<file path="src/rtl/rsv_pkg.sv">
package rsv_pkg;

  // Every source that can start or hold a reset timeout.
  typedef struct packed {
    logic supply_low;
    logic pin_hi_edge;
    logic pin_lo_edge;
    logic wdog_expire;
  } rsv_cause_t;

  // Event causes that reload the timeout (the supply level is handled apart).
  function automatic logic restarts(input rsv_cause_t c);
    return c.pin_hi_edge | c.pin_lo_edge | c.wdog_expire;
  endfunction

endpackage

</file>
<file path="src/rtl/rsv_edge_sync.sv">
module rsv_edge_sync #(
  parameter int STAGES    = 2,
  parameter bit RESET_VAL = 1'b0,
  parameter bit FALLING   = 1'b0
) (
  input  logic clk,
  input  logic rst_n,
  input  logic d_i,
  output logic edge_o
);
  logic [STAGES-1:0] chain_q;
  logic              prev_q;

  always_ff @(posedge clk or negedge rst_n) begin
    if (!rst_n) begin
      chain_q <= {STAGES{RESET_VAL}};
      prev_q  <= RESET_VAL;
    end else begin
      chain_q <= {chain_q[STAGES-2:0], d_i};
      prev_q  <= chain_q[STAGES-1];
    end
  end

  generate
    if (FALLING) begin : g_fall
      assign edge_o = prev_q & ~chain_q[STAGES-1];
    end else begin : g_rise
      assign edge_o = ~prev_q & chain_q[STAGES-1];
    end
  endgenerate
endmodule

</file>
<file path="src/rtl/rsv_stretch.sv">
module rsv_stretch #(
  parameter int RST_TICKS = 200,
  parameter int MASK_LEN  = 3,
  localparam int CW = $clog2(RST_TICKS + 1)
) (
  input  logic          clk,
  input  logic          rst_n,
  input  logic          tick_i,
  input  logic          supply_ok_i,
  input  logic          trig_i,
  output logic          rst_o,
  output logic          mask_o,
  output logic [CW-1:0] cnt_o
);
  localparam logic [CW-1:0] LOAD = CW'(RST_TICKS);

  logic [CW-1:0]       cnt_q, cnt_d;
  logic                rst_q;
  logic [MASK_LEN-1:0] hist_q;

  always_comb begin
    cnt_d = cnt_q;
    if (!supply_ok_i || trig_i)
      cnt_d = LOAD;
    else if (tick_i && cnt_q != '0)
      cnt_d = cnt_q - 1'b1;
  end

  always_ff @(posedge clk or negedge rst_n) begin
    if (!rst_n) begin
      cnt_q  <= LOAD;
      rst_q  <= 1'b1;
      hist_q <= '1;
    end else begin
      cnt_q  <= cnt_d;
      rst_q  <= (cnt_d != '0);
      hist_q <= {hist_q[MASK_LEN-2:0], rst_q};
    end
  end

  assign rst_o  = rst_q;
  assign mask_o = rst_q | (|hist_q);
  assign cnt_o  = cnt_q;
endmodule

</file>
<file path="src/rtl/rsv_wdog.sv">
module rsv_wdog #(
  parameter int WDOG_TICKS = 1600,
  localparam int WW = $clog2(WDOG_TICKS)
) (
  input  logic          clk,
  input  logic          rst_n,
  input  logic          tick_i,
  input  logic          kick_i,
  input  logic          hold_i,
  output logic          expire_o,
  output logic [WW-1:0] cnt_o
);
  localparam logic [WW-1:0] LAST = WW'(WDOG_TICKS - 1);

  logic [WW-1:0] cnt_q;

  assign expire_o = !hold_i && !kick_i && tick_i && (cnt_q == LAST);

  always_ff @(posedge clk or negedge rst_n) begin
    if (!rst_n)
      cnt_q <= '0;
    else if (hold_i || kick_i || expire_o)
      cnt_q <= '0;
    else if (tick_i)
      cnt_q <= cnt_q + 1'b1;
  end

  assign cnt_o = cnt_q;
endmodule

</file>
<file path="src/rtl/rst_supervisor.sv">
module rst_supervisor #(
  parameter int RST_TICKS   = 200,
  parameter int WDOG_TICKS  = 1600,
  parameter int SYNC_STAGES = 2,
  localparam int CW = $clog2(RST_TICKS + 1),
  localparam int WW = $clog2(WDOG_TICKS)
) (
  input  logic clk,
  input  logic rst_n,
  input  logic tick_i,
  input  logic supply_ok_i,
  input  logic wdi_n_i,
  input  logic rst_hi_pin_i,
  input  logic rst_lo_pin_n_i,
  output logic rst_hi_drive_o,
  output logic rst_lo_drive_o
);
  import rsv_pkg::*;

  logic hi_rise, lo_fall, kick;
  logic guard, rst_active, expire;
  logic [CW-1:0] stretch_cnt;
  logic [WW-1:0] wdog_cnt;
  rsv_cause_t    cause;

  rsv_edge_sync #(.STAGES(SYNC_STAGES), .RESET_VAL(1'b0), .FALLING(1'b0)) u_hi_sync (
    .clk(clk), .rst_n(rst_n), .d_i(rst_hi_pin_i), .edge_o(hi_rise));

  rsv_edge_sync #(.STAGES(SYNC_STAGES), .RESET_VAL(1'b1), .FALLING(1'b1)) u_lo_sync (
    .clk(clk), .rst_n(rst_n), .d_i(rst_lo_pin_n_i), .edge_o(lo_fall));

  rsv_edge_sync #(.STAGES(SYNC_STAGES), .RESET_VAL(1'b1), .FALLING(1'b1)) u_kick_sync (
    .clk(clk), .rst_n(rst_n), .d_i(wdi_n_i), .edge_o(kick));

  always_comb begin
    cause.supply_low  = !supply_ok_i;
    cause.pin_hi_edge = hi_rise & ~guard;
    cause.pin_lo_edge = lo_fall & ~guard;
    cause.wdog_expire = expire;
  end

  rsv_stretch #(.RST_TICKS(RST_TICKS), .MASK_LEN(SYNC_STAGES + 1)) u_stretch (
    .clk(clk), .rst_n(rst_n), .tick_i(tick_i), .supply_ok_i(supply_ok_i),
    .trig_i(restarts(cause)), .rst_o(rst_active), .mask_o(guard), .cnt_o(stretch_cnt));

  rsv_wdog #(.WDOG_TICKS(WDOG_TICKS)) u_wdog (
    .clk(clk), .rst_n(rst_n), .tick_i(tick_i), .kick_i(kick),
    .hold_i(rst_active), .expire_o(expire), .cnt_o(wdog_cnt));

  assign rst_hi_drive_o = rst_active;
  assign rst_lo_drive_o = rst_active;
endmodule

</file>
<file path="config.mk">
export PLATFORM = sky130hd
export DESIGN_NAME = rst_supervisor
export DESIGN_NICKNAME = d
export VERILOG_FILES = /design/src/rtl/rsv_pkg.sv /design/src/rtl/rsv_edge_sync.sv /design/src/rtl/rsv_stretch.sv /design/src/rtl/rsv_wdog.sv /design/src/rtl/rst_supervisor.sv
export SDC_FILE = /design/constraint.sdc
export NUM_CORES = 1
export LEC_CHECK = 0
export ABC_AREA = 1
export BUFFER_PORTS_ARGS = -buffer_cell sky130_fd_sc_hd__buf_4
export CORE_ASPECT_RATIO = 0.9
export CORE_UTILIZATION = 46
export CTS_CLUSTER_DIAMETER = 50
export DETAILED_ROUTE_END_ITERATION = 10
export GPL_TIMING_DRIVEN = 0
export HOLD_SLACK_MARGIN = 0.05
export PLACE_DENSITY_LB_ADDON = 0.12
export SLEW_MARGIN = 15
export SYNTH_ARGS = -nofsm -noshare
export SYNTH_HDL_FRONTEND = slang
export SYNTH_SLANG_ARGS = --single-unit
</file>
<file path="constraint.sdc">
create_clock -name clk -period 1.9 [get_ports clk]
set_clock_uncertainty 0.15 [all_clocks]
set_input_delay 0.285 -clock clk [delete_from_list [all_inputs] [get_ports clk]]
set_output_delay 0.285 -clock clk [all_outputs]
set_load 0.03 [all_outputs]
</file>
==> results_dict.tcl, run 1 <==
set metrics [dict create \
    maxCapViolations 0 \
    die_x_um 64.73 \
    antenna_cells 0 \
    ys.warnings.count 0 \
    synthSimpleGateAreaFrac 0.3011 \
    ff2ff_path_depth 8 \
    wl_mm 3.005 \
    timing.rr.start "u_wdog.cnt_o[1]" \
    synth_xor_area_frac 0.02688 \
    async_flop_share 1.000 \
    grt_start_max_net_pins 33 \
    grt_use_met3 0.05233 \
    end_kind "register" \
    grt-busiest-layer "met2" \
    syn_area_per_cell_um2 7.721 \
    num_rows 20 \
    slew_viol_final 0 \
    relSlewSlack 0.7336 \
    crit_fanout 6 \
    grt-ovfl-total 0 \
    syn2layout_area_growth_pct 16.05 \
    synthAdderAreaFrac 0.02304 \
    ys_ff_latch 32 \
    fin_crit_ps 1743 \
    track_usage 0.1866 \
    vdd_drop_max_mv 0.4686 \
    synthFlopType "dfrtp_1" \
    hold_viol_final 0 \
    syn_nets 221 \
    r2r_end "u_wdog.cnt_o[5]" \
    drc 0 \
    cp_data_arrival_time_ps 1770 \
    cp-startpoint "u_wdog.cnt_o[1]" \
    core_mm2 0.003378 \
    r2r_setup_slack_ps 160 \
    crit_path_end "u_wdog.cnt_o[5]" \
    tns_ps 0 \
    cts_sinks 32 \
    ys_seq_area_frac 0.5015 \
    final.period_utilization 0.9176 \
    synth.area.mux_share 0 \
    ios 9 \
    crit_type "register to register" \
    drive_gt1_frac 0.1818 \
    place.gp.congestion 0.8489 \
    final_util 0.5596 \
    synth_compound_area_frac 0.05069 \
    min_path_type "primary input to register" \
    p_total_w 0.001455 \
    post_drt_wl_per_cell_um 10.93 \
    grt_pass1_wl_mm 5.264 \
    clock.fmax_mhz 573.6 \
    via_per_inst 4.716 \
    tightest_slew_ps 399.6 \
    clk_latency_ps 280 \
    rsz0062_at_grt "no" \
    h-tree-depth 2 \
    status "complete, no violations" \
    synth_area_mm2 0.001629 \
    cts_buffers 5 \
    post-cts-setup-buffers 0 \
    die_area_mm2 0.003784 \
    clk_pin_slew_worst_paths_ps 60 \
    dp_hpwl_mm 2.168 \
    cts_buffer_depth 2 \
    cp-start-kind "register" \
    cts_root_buf "clkbuf_8" \
    synth_edf_count 0 \
    fillers 325 \
    num-nets-final 240 \
    met2_usage 0.3289 \
    antenna_left 0 \
    synthCells 211 \
    fin_cells 275 \
    p_leak_nw 0.9194 \
    vias 1297 \
    grt_pass1_vias 1239 \
    antenna_found_initial 0 \
    power.density_cell_area_mw_per_mm2 769.7 \
    start_util 0.4822 \
    placedCellCount 263 \
    die-height_um 58.46 \
    dr.pass1.iters 4 \
    drt-initial-drc-count 53 \
    grt.met1_usage 0.2179 \
    synth_cell_types 20 \
    worst_ep_required_time_ps 1920 \
    cts_tree "built" \
    synth_top_family_by_area "simple AND/OR/NAND/NOR gates" \
    portBuffers 8 \
    finalSetupViolCount 0 \
]
## metrics by stage
stage | hold slack (ps) | worst slack, ps | area (um^2)
6_report | 157.9 | 156.6 | 1891
5_1_grt | 166.6 | 17.58 | 1891
4_1_cts | 148.7 | 50.23 | 1884
3_5_place_dp | 94.31 | 73.94 | 1744
3_3_place_gp | 90.83 | 121.7 | 1744
2_1_floorplan | -160.6 | 343.3 | 1629
## per-layer routing
layer / up-vias / part of all wire
li1: 677 / -
met1: 597 / 0.47
met2: 17 / 0.49
met3: 6 / 0.032
met4: 0 / 0.015
met5: - / 0
## worst max-delay path, stage by stage, from the launching register on
cell	delay, ps
dfrtp_1	400
ha_1	210
nand3_1	110
nor2_1	80
inv_1	90
nor2_4	50
nor2_2	220
inv_2	120
a211oi_1	220
## state kept, by name, summed over array words and instances, names as in the netlist, 2 cells and up
name	count
u_stretch.cnt_o	8
u_kick_sync.chain_q	2
u_lo_sync.chain_q	2
u_hi_sync.chain_q	2
u_wdog.cnt_o	11
u_stretch.hist_q	3
## cell usage in the layout, fill, tap and decap left out, drive strengths merged
cell / instances
dlygate4sd3: 4
nand2: 59
ha: 3
dfstp: 13
xor2: 4
nor3: 4
inv: 40
dfrtp: 19
a211oi: 1
nand3: 16
clkbuf: 8
a21oi: 8
xnor2: 1
o21ai: 7
nand4: 2
buf: 9
nor2: 33
## worst min-delay path by stage
stage                       from                   end  cells past startpoint
after floorplan            rst_n  u_hi_sync.chain_q[0]                      0
after global placement     rst_n    u_stretch.cnt_o[1]                      1
after detailed placement   rst_n    u_stretch.cnt_o[1]                      1
after CTS                 tick_i       u_wdog.cnt_o[1]                      3
after global routing      tick_i       u_wdog.cnt_o[0]                      3
final                     tick_i       u_wdog.cnt_o[1]                      3
## logic make-up (layout without fill, tap and decap cells)
logic type,count (synthesis),in the layout
flops,32,32
compound gates,16,16
buf+inv,41,61
xor+xnor,5,5
fa+ha+maj,3,3
simple gates,114,114
## cells in the mapped netlist, types with 2 or more instances
master,instances,area (um^2)
a21oi_1,8,40.04
dfrtp_1,19,475.5
dfstp_2,13,341.6
ha_1,3,37.54
inv_1,38,142.6
inv_2,2,7.510
nand2_1,58,217.7
nand3_1,15,75.07
nand4_1,2,12.51
nor2_1,27,101.4
nor2_2,4,25.02
nor2_4,2,22.52
nor3_1,4,20.02
o21ai_0,7,35.03
xor2_1,4,35.03
## cell type report
type / count / area (um^2) / area share
Tap cell: 44 / 55.05 / 0.02912
Clock buffer: 8 / 100.1 / 0.05295
Sequential cell: 32 / 817.0 / 0.4322
Buffer: 1 / 7.507 / 0.003971
Multi-Input combinational cell: 138 / 660.6 / 0.3494
Timing Repair Buffer: 12 / 100.1 / 0.05295
Inverter: 40 / 150.1 / 0.07942
## timing repair
action,4_1_cts,5_1_grt
hold buffers,4,0
hold endpoints to repair,22,0
setup endpoints to repair,0,3
gates resized for setup,0,3
## power by group
group | internal, W | leakage [nW] | switching [W]
clock network | 0.000330 | 0.0515 | 0.000233
registers | 0.000715 | 0.392 | 0.0000185
logic | 0.0000581 | 0.475 | 0.000100
total | 0.00110 | 0.919 | 0.000352
Power figures use the tool's default switching activity.
==> run 2: changes to the inputs <==
--- a/config.mk
+++ b/config.mk
@@ -7,7 +7,6 @@
 export LEC_CHECK = 0
 export ABC_AREA = 1
 export BUFFER_PORTS_ARGS = -buffer_cell sky130_fd_sc_hd__buf_4
-export CORE_ASPECT_RATIO = 0.9
 export CORE_UTILIZATION = 46
 export CTS_CLUSTER_DIAMETER = 50
 export DETAILED_ROUTE_END_ITERATION = 10
==> run 2 against run 1 <==
Count of clock-buffer cells in the layout fell by 3. Worst hold slack got worse by 57 ps. Setup slack improved by 16 ps. Final cell count rose by 0.73%. Non-clock buffer count did not move. Sequential share of layout area rose by 0.40 points. Wire length fell by 4.0%. Die area barely moved. Largest cell class unchanged.
==> results_dict.tcl, run 2 (synthesis gave the netlist of run 1 again) <==
set metrics [dict create \
    track_usage 0.1862 \
    die_area_mm2 0.003783 \
    timing.hold.ws_ps 100.9 \
    place.gp.congestion 0.7644 \
    internal-power_w 0.001047 \
    cts_root_buf "clkbuf_4" \
    dpl-instance-area_mm2 0.001747 \
    grt_pass1_wl_mm 4.912 \
    clock.fmax_mhz 579.0 \
    via_per_inst 4.690 \
    drt-initial-drc-count 77 \
    whs_path_depth 3 \
    p_leak_nw 0.9091 \
    relSlewSlack 0.7343 \
    cts_buffer_depth 2 \
    num_rows 21 \
    vdd_drop_max_mv 0.4599 \
    h-tree-depth 2 \
    crit_fanout 6 \
    power_frac_clock 0.364 \
    final.period_utilization 0.9090 \
    start_util 0.4844 \
    timing.rr.start "u_wdog.cnt_o[1]" \
    die-height_um 61.51 \
    fillers 329 \
    layout_commonest_cell "nand2_1" \
    syn2layout_area_growth_pct 14.98 \
    grt_start_max_net_pins 33 \
    portBuffers 8 \
    cts_buffers 5 \
    combPwrFrac 0.113 \
    slew_viol_final 0 \
    end_kind "register" \
    drive_gt1_frac 0.1861 \
    tns_ps 0 \
    swShare 0.2543 \
    cp-start-kind "register" \
    clk_latency_ps 340 \
    antenna_found_initial 0 \
    cp-startpoint "u_wdog.cnt_o[1]" \
    final_area_mm2 0.001873 \
    cts_sinks 32 \
    antenna_left 0 \
    power.density_cell_area_mw_per_mm2 749.5 \
    ff2ff_path_depth 8 \
    final_util 0.5569 \
    largest_register_ffs 11 \
    status "complete, no violations" \
    dr.pass1.iters 4 \
    seq_power_share 0.523 \
    vias 1299 \
    hold_viol_final 0 \
    tightest_slew_ps 398.6 \
    ios 9 \
    drc 0 \
    num-nets-final 240 \
    finalSetupViolCount 0 \
    grt_pass1_vias 1173 \
    maxCapViolations 0 \
    placedCellCount 265 \
    crit_type "register to register" \
    final_cell_mix "nand2_1 (57), inv_1 (37), nor2_1 (27), dfrtp_1 (19), nand3_1 (15)" \
    cp_data_arrival_time_ps 1820 \
    die_x_um 61.51 \
    grt-ovfl-total 0 \
    wl_mm 2.886 \
    dp_hpwl_mm 2.133 \
    post_drt_wl_per_cell_um 10.42 \
    cts_tree "built" \
    power.switching_w 0.0003570 \
    min_path_type "primary input to register" \
    multi_input_area_um2 660.6 \
    regArea_um2 817.0 \
    core_mm2 0.003363 \
    fin_cells 277 \
    clk_pin_slew_worst_paths_ps 100 \
    worst_ep_required_time_ps 1990 \
    min_from "tick_i" \
    antenna_cells 0 \
    rsz0062_at_grt "no" \
    fin_crit_ps 1727 \
]
## run 2: cell count changes in the layout (fill, tap and decap cells not counted)
cell / change
clkbuf_4: +5
clkbuf_1: -1
clkinvlp_4: +1
bufinv_16: +1
clkinv_2: +1
clkbuf_8: -7
## run 2: final cells by class
cell class / count / area share
tap: 46 / 0.03073
buffer: 1 / 0.004008
timing repair buffer: 12 / 0.05344
clock buffer: 5 / 0.02004
sequential: 32 / 0.4362
inverter: 40 / 0.08016
clock inverter: 3 / 0.02271
multi-input combinational: 138 / 0.3527
## run 2: worst paths after layout
check	slack, ps	end
worst min register to register	210	u_lo_sync.chain_q[1]
worst min-delay path	100	u_wdog.cnt_o[1]
worst max-delay path	170	u_wdog.cnt_o[5]
max in group asynchronous	1010	u_stretch.cnt_o[3]
min in group asynchronous	250	u_hi_sync.chain_q[0]
worst max register to register	170	u_wdog.cnt_o[5]
## run 2: power by group through the flow
stage               combinational, W  sequential (W)  clock, W
floorplan                   0.000104        0.000740         0
global placement            0.000147        0.000744         0
detailed placement          0.000153        0.000746         0
CTS                         0.000160        0.000733  0.000525
global route                0.000183        0.000737  0.000555
finish                      0.000159        0.000734  0.000511
## run 2: worst max-delay path, cell delays in order (launching register included)
cell and delay (ps):
dfrtp_1 420, ha_1 220, nand3_1 110, nor2_1 70, inv_1 90, nor2_4 50
nor2_2 210, inv_2 110, a211oi_1 200
## run 2: through the flow
| stage | power, W | worst slack [ps] |
|---|---|---|
| after floorplan | 0.0008446 | 343.3 |
| after global placement | 0.0008911 | 163.1 |
| after detailed placement | 0.0008984 | 142.8 |
| after CTS | 0.001418 | 132.3 |
| after global routing | 0.001476 | 21.50 |
| final | 0.001404 | 172.9 |
## run 2: metal layers
| metal | global-route usage | vias to the layer above | share of wire |
|---|---|---|---|
| li1 | - | 677 | - |
| met1 | 0.2033 | 594 | 0.46 |
| met4 | 0.07619 | 0 | 0.020 |
| met2 | 0.3303 | 20 | 0.49 |
| met5 | 0 | - | 0 |
| met3 | 0.06303 | 8 | 0.030 |
## run 2: repair_timing
item                       4_1_cts  5_1_grt
setup buffers                    0        0
gates resized for setup          0        3
hold endpoints to repair        35        0
hold buffers                     4        0
setup endpoints to repair        0        2
==> run 3: changes to the inputs <==
--- a/config.mk
+++ b/config.mk
@@ -5,8 +5,8 @@
 export SDC_FILE = /design/constraint.sdc
 export NUM_CORES = 1
 export LEC_CHECK = 0
-export ABC_AREA = 1
 export BUFFER_PORTS_ARGS = -buffer_cell sky130_fd_sc_hd__buf_4
+export CORE_ASPECT_RATIO = 0.6
 export CORE_UTILIZATION = 46
 export CTS_CLUSTER_DIAMETER = 50
 export DETAILED_ROUTE_END_ITERATION = 10
==> constraint.sdc (replaced) <==
create_clock -name clk -period 2 [get_ports clk]
set_clock_uncertainty 0.15 [all_clocks]
set_input_delay 0.3 -clock clk [delete_from_list [all_inputs] [get_ports clk]]
set_output_delay 0.3 -clock clk [all_outputs]
set_load 0.03 [all_outputs]
==> run 3 against run 2 <==
Die area fell by 11%. Via count is 20% lower. Largest power group unchanged. Clock power is 7.6% higher. Count of clock-buffer cells in the layout is 2 higher. Critical endpoint is now u_stretch.cnt_o[7]. Register-to-register slack worse by 100 ps. Largest cell class unchanged.
==> results_dict.tcl, run 3 <==
set metrics [dict create \
    ys_seq_area_frac 0.5654 \
    antenna_cells 0 \
    synth.area.mux_share 0.02078 \
    cp_slowest_cell "or4b_4" \
    clock.fmax_mhz 518.4 \
    crit_chain "or4b_4 -> or4_1 -> xor2_1 -> nand2b_1" \
    synth_cell_types 36 \
    timing.hold.ws_ps 196.4 \
    die-height_um 45.42 \
    start_util 0.4936 \
    place.gp.congestion 0.8345 \
    cpLargestDelayFamily "simple AND/OR/NAND/NOR gates" \
    ys_ff_latch 32 \
    min_from "supply_ok_i" \
    grt-busiest-layer "met1" \
    largest_register_ffs 11 \
    cts_buffer_depth 2 \
    cp_data_arrival_time_ps 1990 \
    synthSimpleGateAreaFrac 0.2069 \
    cp-start-kind "register" \
    num_rows 15 \
    antenna_found_initial 0 \
    synth_compound_area_frac 0.07965 \
    grt_start_max_net_pins 33 \
    grt.met1_usage 0.2855 \
    clk_pin_slew_worst_paths_ps 60 \
    maxCapViolations 0 \
    drive_gt1_frac 0.3046 \
    clk_latency_ps 280 \
    synth_xor_area_frac 0.07879 \
    r2r_setup_slack_ps 70 \
    synth_top_family_by_area "simple AND/OR/NAND/NOR gates" \
    min_path_type "primary input to register" \
    die_x_um 74.36 \
    drt-initial-drc-count 47 \
    synth_edf_count 0 \
    antenna_left 0 \
    synth_area_mm2 0.001445 \
    rsz0062_at_grt "yes" \
    fin_cells 193 \
    cts_buffers 5 \
    setup_slack_ps 70.88 \
    crit_type "register to register" \
    final_cell_mix "nor2_1 (20), dfrtp_1 (18), dfstp_2 (13), buf_4 (12), nand2_1 (8)" \
    die_area_mm2 0.003377 \
    track_usage 0.2050 \
    yosys-top-cells-area "dfrtp_1 (33%), dfstp_2 (24%), nor2_1 (5.2%), xor2_1 (4.2%), xnor2_1 (3.6%)" \
    syn2layout_area_growth_pct 24.59 \
    via_per_inst 5.378 \
    yosysTopAreaCellShare 0.3290 \
    p_leak_nw 0.7470 \
    async_flop_share 1.000 \
    dp_hpwl_mm 1.834 \
    finalSetupViolCount 0 \
    grt_pass1_wl_mm 4.788 \
    placedCellCount 177 \
    wl_mm 2.894 \
    worst-path-buf-inv 0 \
    vdd_drop_max_mv 0.4100 \
    post_drt_wl_per_cell_um 14.99 \
    synthCells 127 \
    dr.pass1.iters 4 \
    max_stage_delay_ps 560 \
    hold_viol_final 0 \
    core_mm2 0.002928 \
    yosys-top-cells-count "nor2_1 (20), dfrtp_1 (19), dfstp_2 (13), nand2_1 (8), xor2_1 (7)" \
    timing.rr.start "u_stretch.cnt_o[2]" \
    fin_crit_ps 1929 \
    worst_ep_required_time_ps 2060 \
    num-nets-final 160 \
    syn_nets 137 \
    status "complete, no violations" \
    synthFlopType "dfrtp_1" \
    grt_pass1_vias 1007 \
    cts_root_buf "clkbuf_8" \
    ff2ff_path_depth 4 \
    ios 9 \
    end_kind "register" \
    slew_viol_final 0 \
    syn_area_per_cell_um2 11.38 \
    yosysTopAreaCell "dfrtp_1" \
    vias 1038 \
    layout_commonest_cell "nor2_1" \
    ys.warnings.count 0 \
    drc 0 \
    cts_sinks 32 \
    met2_usage 0.2829 \
    tns_ps 0 \
    grt-ovfl-total 0 \
    r2r_end "u_stretch.cnt_o[7]" \
    crit_fanout 4 \
    h-tree-depth 2 \
    final.period_utilization 0.9646 \
    synth_most_common_cell "nor2_1" \
    whs_path_depth 3 \
    power.density_cell_area_mw_per_mm2 764.0 \
    min_to "u_stretch.cnt_o[4]" \
    tightest_slew_ps 694.6 \
    post-place-ws_ps -223.0 \
    cts_tree "built" \
    relSlewSlack 0.5320 \
    synthAdderAreaFrac 0.02597 \
    grt_use_met3 0.07743 \
    portBuffers 8 \
]
run 3: what timing repair did:
item                                   CTS  global route
setup endpoints to repair               19            16
pin swaps                                2             3
resized for setup                        5             6
cloned                                   1             0
hold buffers                             4             0
endpoints found under the hold margin   22             0
buffers inserted                         1             2
run 3: worst max-delay path by stage:
stage / depth (start not counted) / start / to / slack (ps)
6_report: 4 / u_stretch.cnt_o[2] / u_stretch.cnt_o[7] / 70
5_1_grt: 6 / u_stretch.cnt_o[1] / u_stretch.rst_o / 7
4_1_cts: 4 / u_stretch.cnt_o[2] / u_stretch.cnt_o[7] / 30
3_5_place_dp: 5 / u_wdog.cnt_o[0] / u_stretch.cnt_o[0] / -220
3_3_place_gp: 5 / u_wdog.cnt_o[0] / u_stretch.cnt_o[0] / -150
2_1_floorplan: 5 / u_wdog.cnt_o[0] / u_stretch.rst_o / 110
run 3: stage by stage:
stage | utilization | total power, W | instance area [um^2]
after CTS | 0.6004 | 0.001378 | 1758
final | 0.6150 | 0.001376 | 1800
after floorplan | - | 0.0007619 | 1445
after global placement | 0.5321 | 0.0007982 | 1558
after detailed placement | 0.5321 | 0.0008013 | 1558
after global routing | 0.6150 | 0.001437 | 1800
run 3: per-layer routing:
metal  up-vias  routed length [um]
met3         5                 138
met2        28                1246
met4         0                  37
met5         -                   0
li1        495                   -
met1       510                1472
run 3: power breakdown:
part           total (W)  switching, W  internal (W)
sequential      0.000695     0.0000185      0.000677
clock           0.000550      0.000232      0.000319
combinational   0.000130     0.0000675     0.0000623
run 3: tightest hold or removal path, stage by stage:
cell and delay [ps]:
buf_4 140, o211ai_4 100, a21oi_1 50
run 3: area by class of cell:
class                   count  area (um^2)
plain buffers               3        20.02
clock buffers               7        97.59
clock inverters             1        5.005
fillers                   236         1127
inverters                   4        15.01
multi-input cells          89        669.4
flip-flops and latches     32        818.3
well taps                  42        52.55
repair buffers             15        122.6
run 3: cell families (layout without fill, tap and decap cells):
family          after synthesis  count (layout)
simple gates                 55              55
flops                        32              32
compound gates               14              15
xor+xnor                     13              13
buf+inv                       7              30
fa+ha+maj                     3               3
mux                           3               3
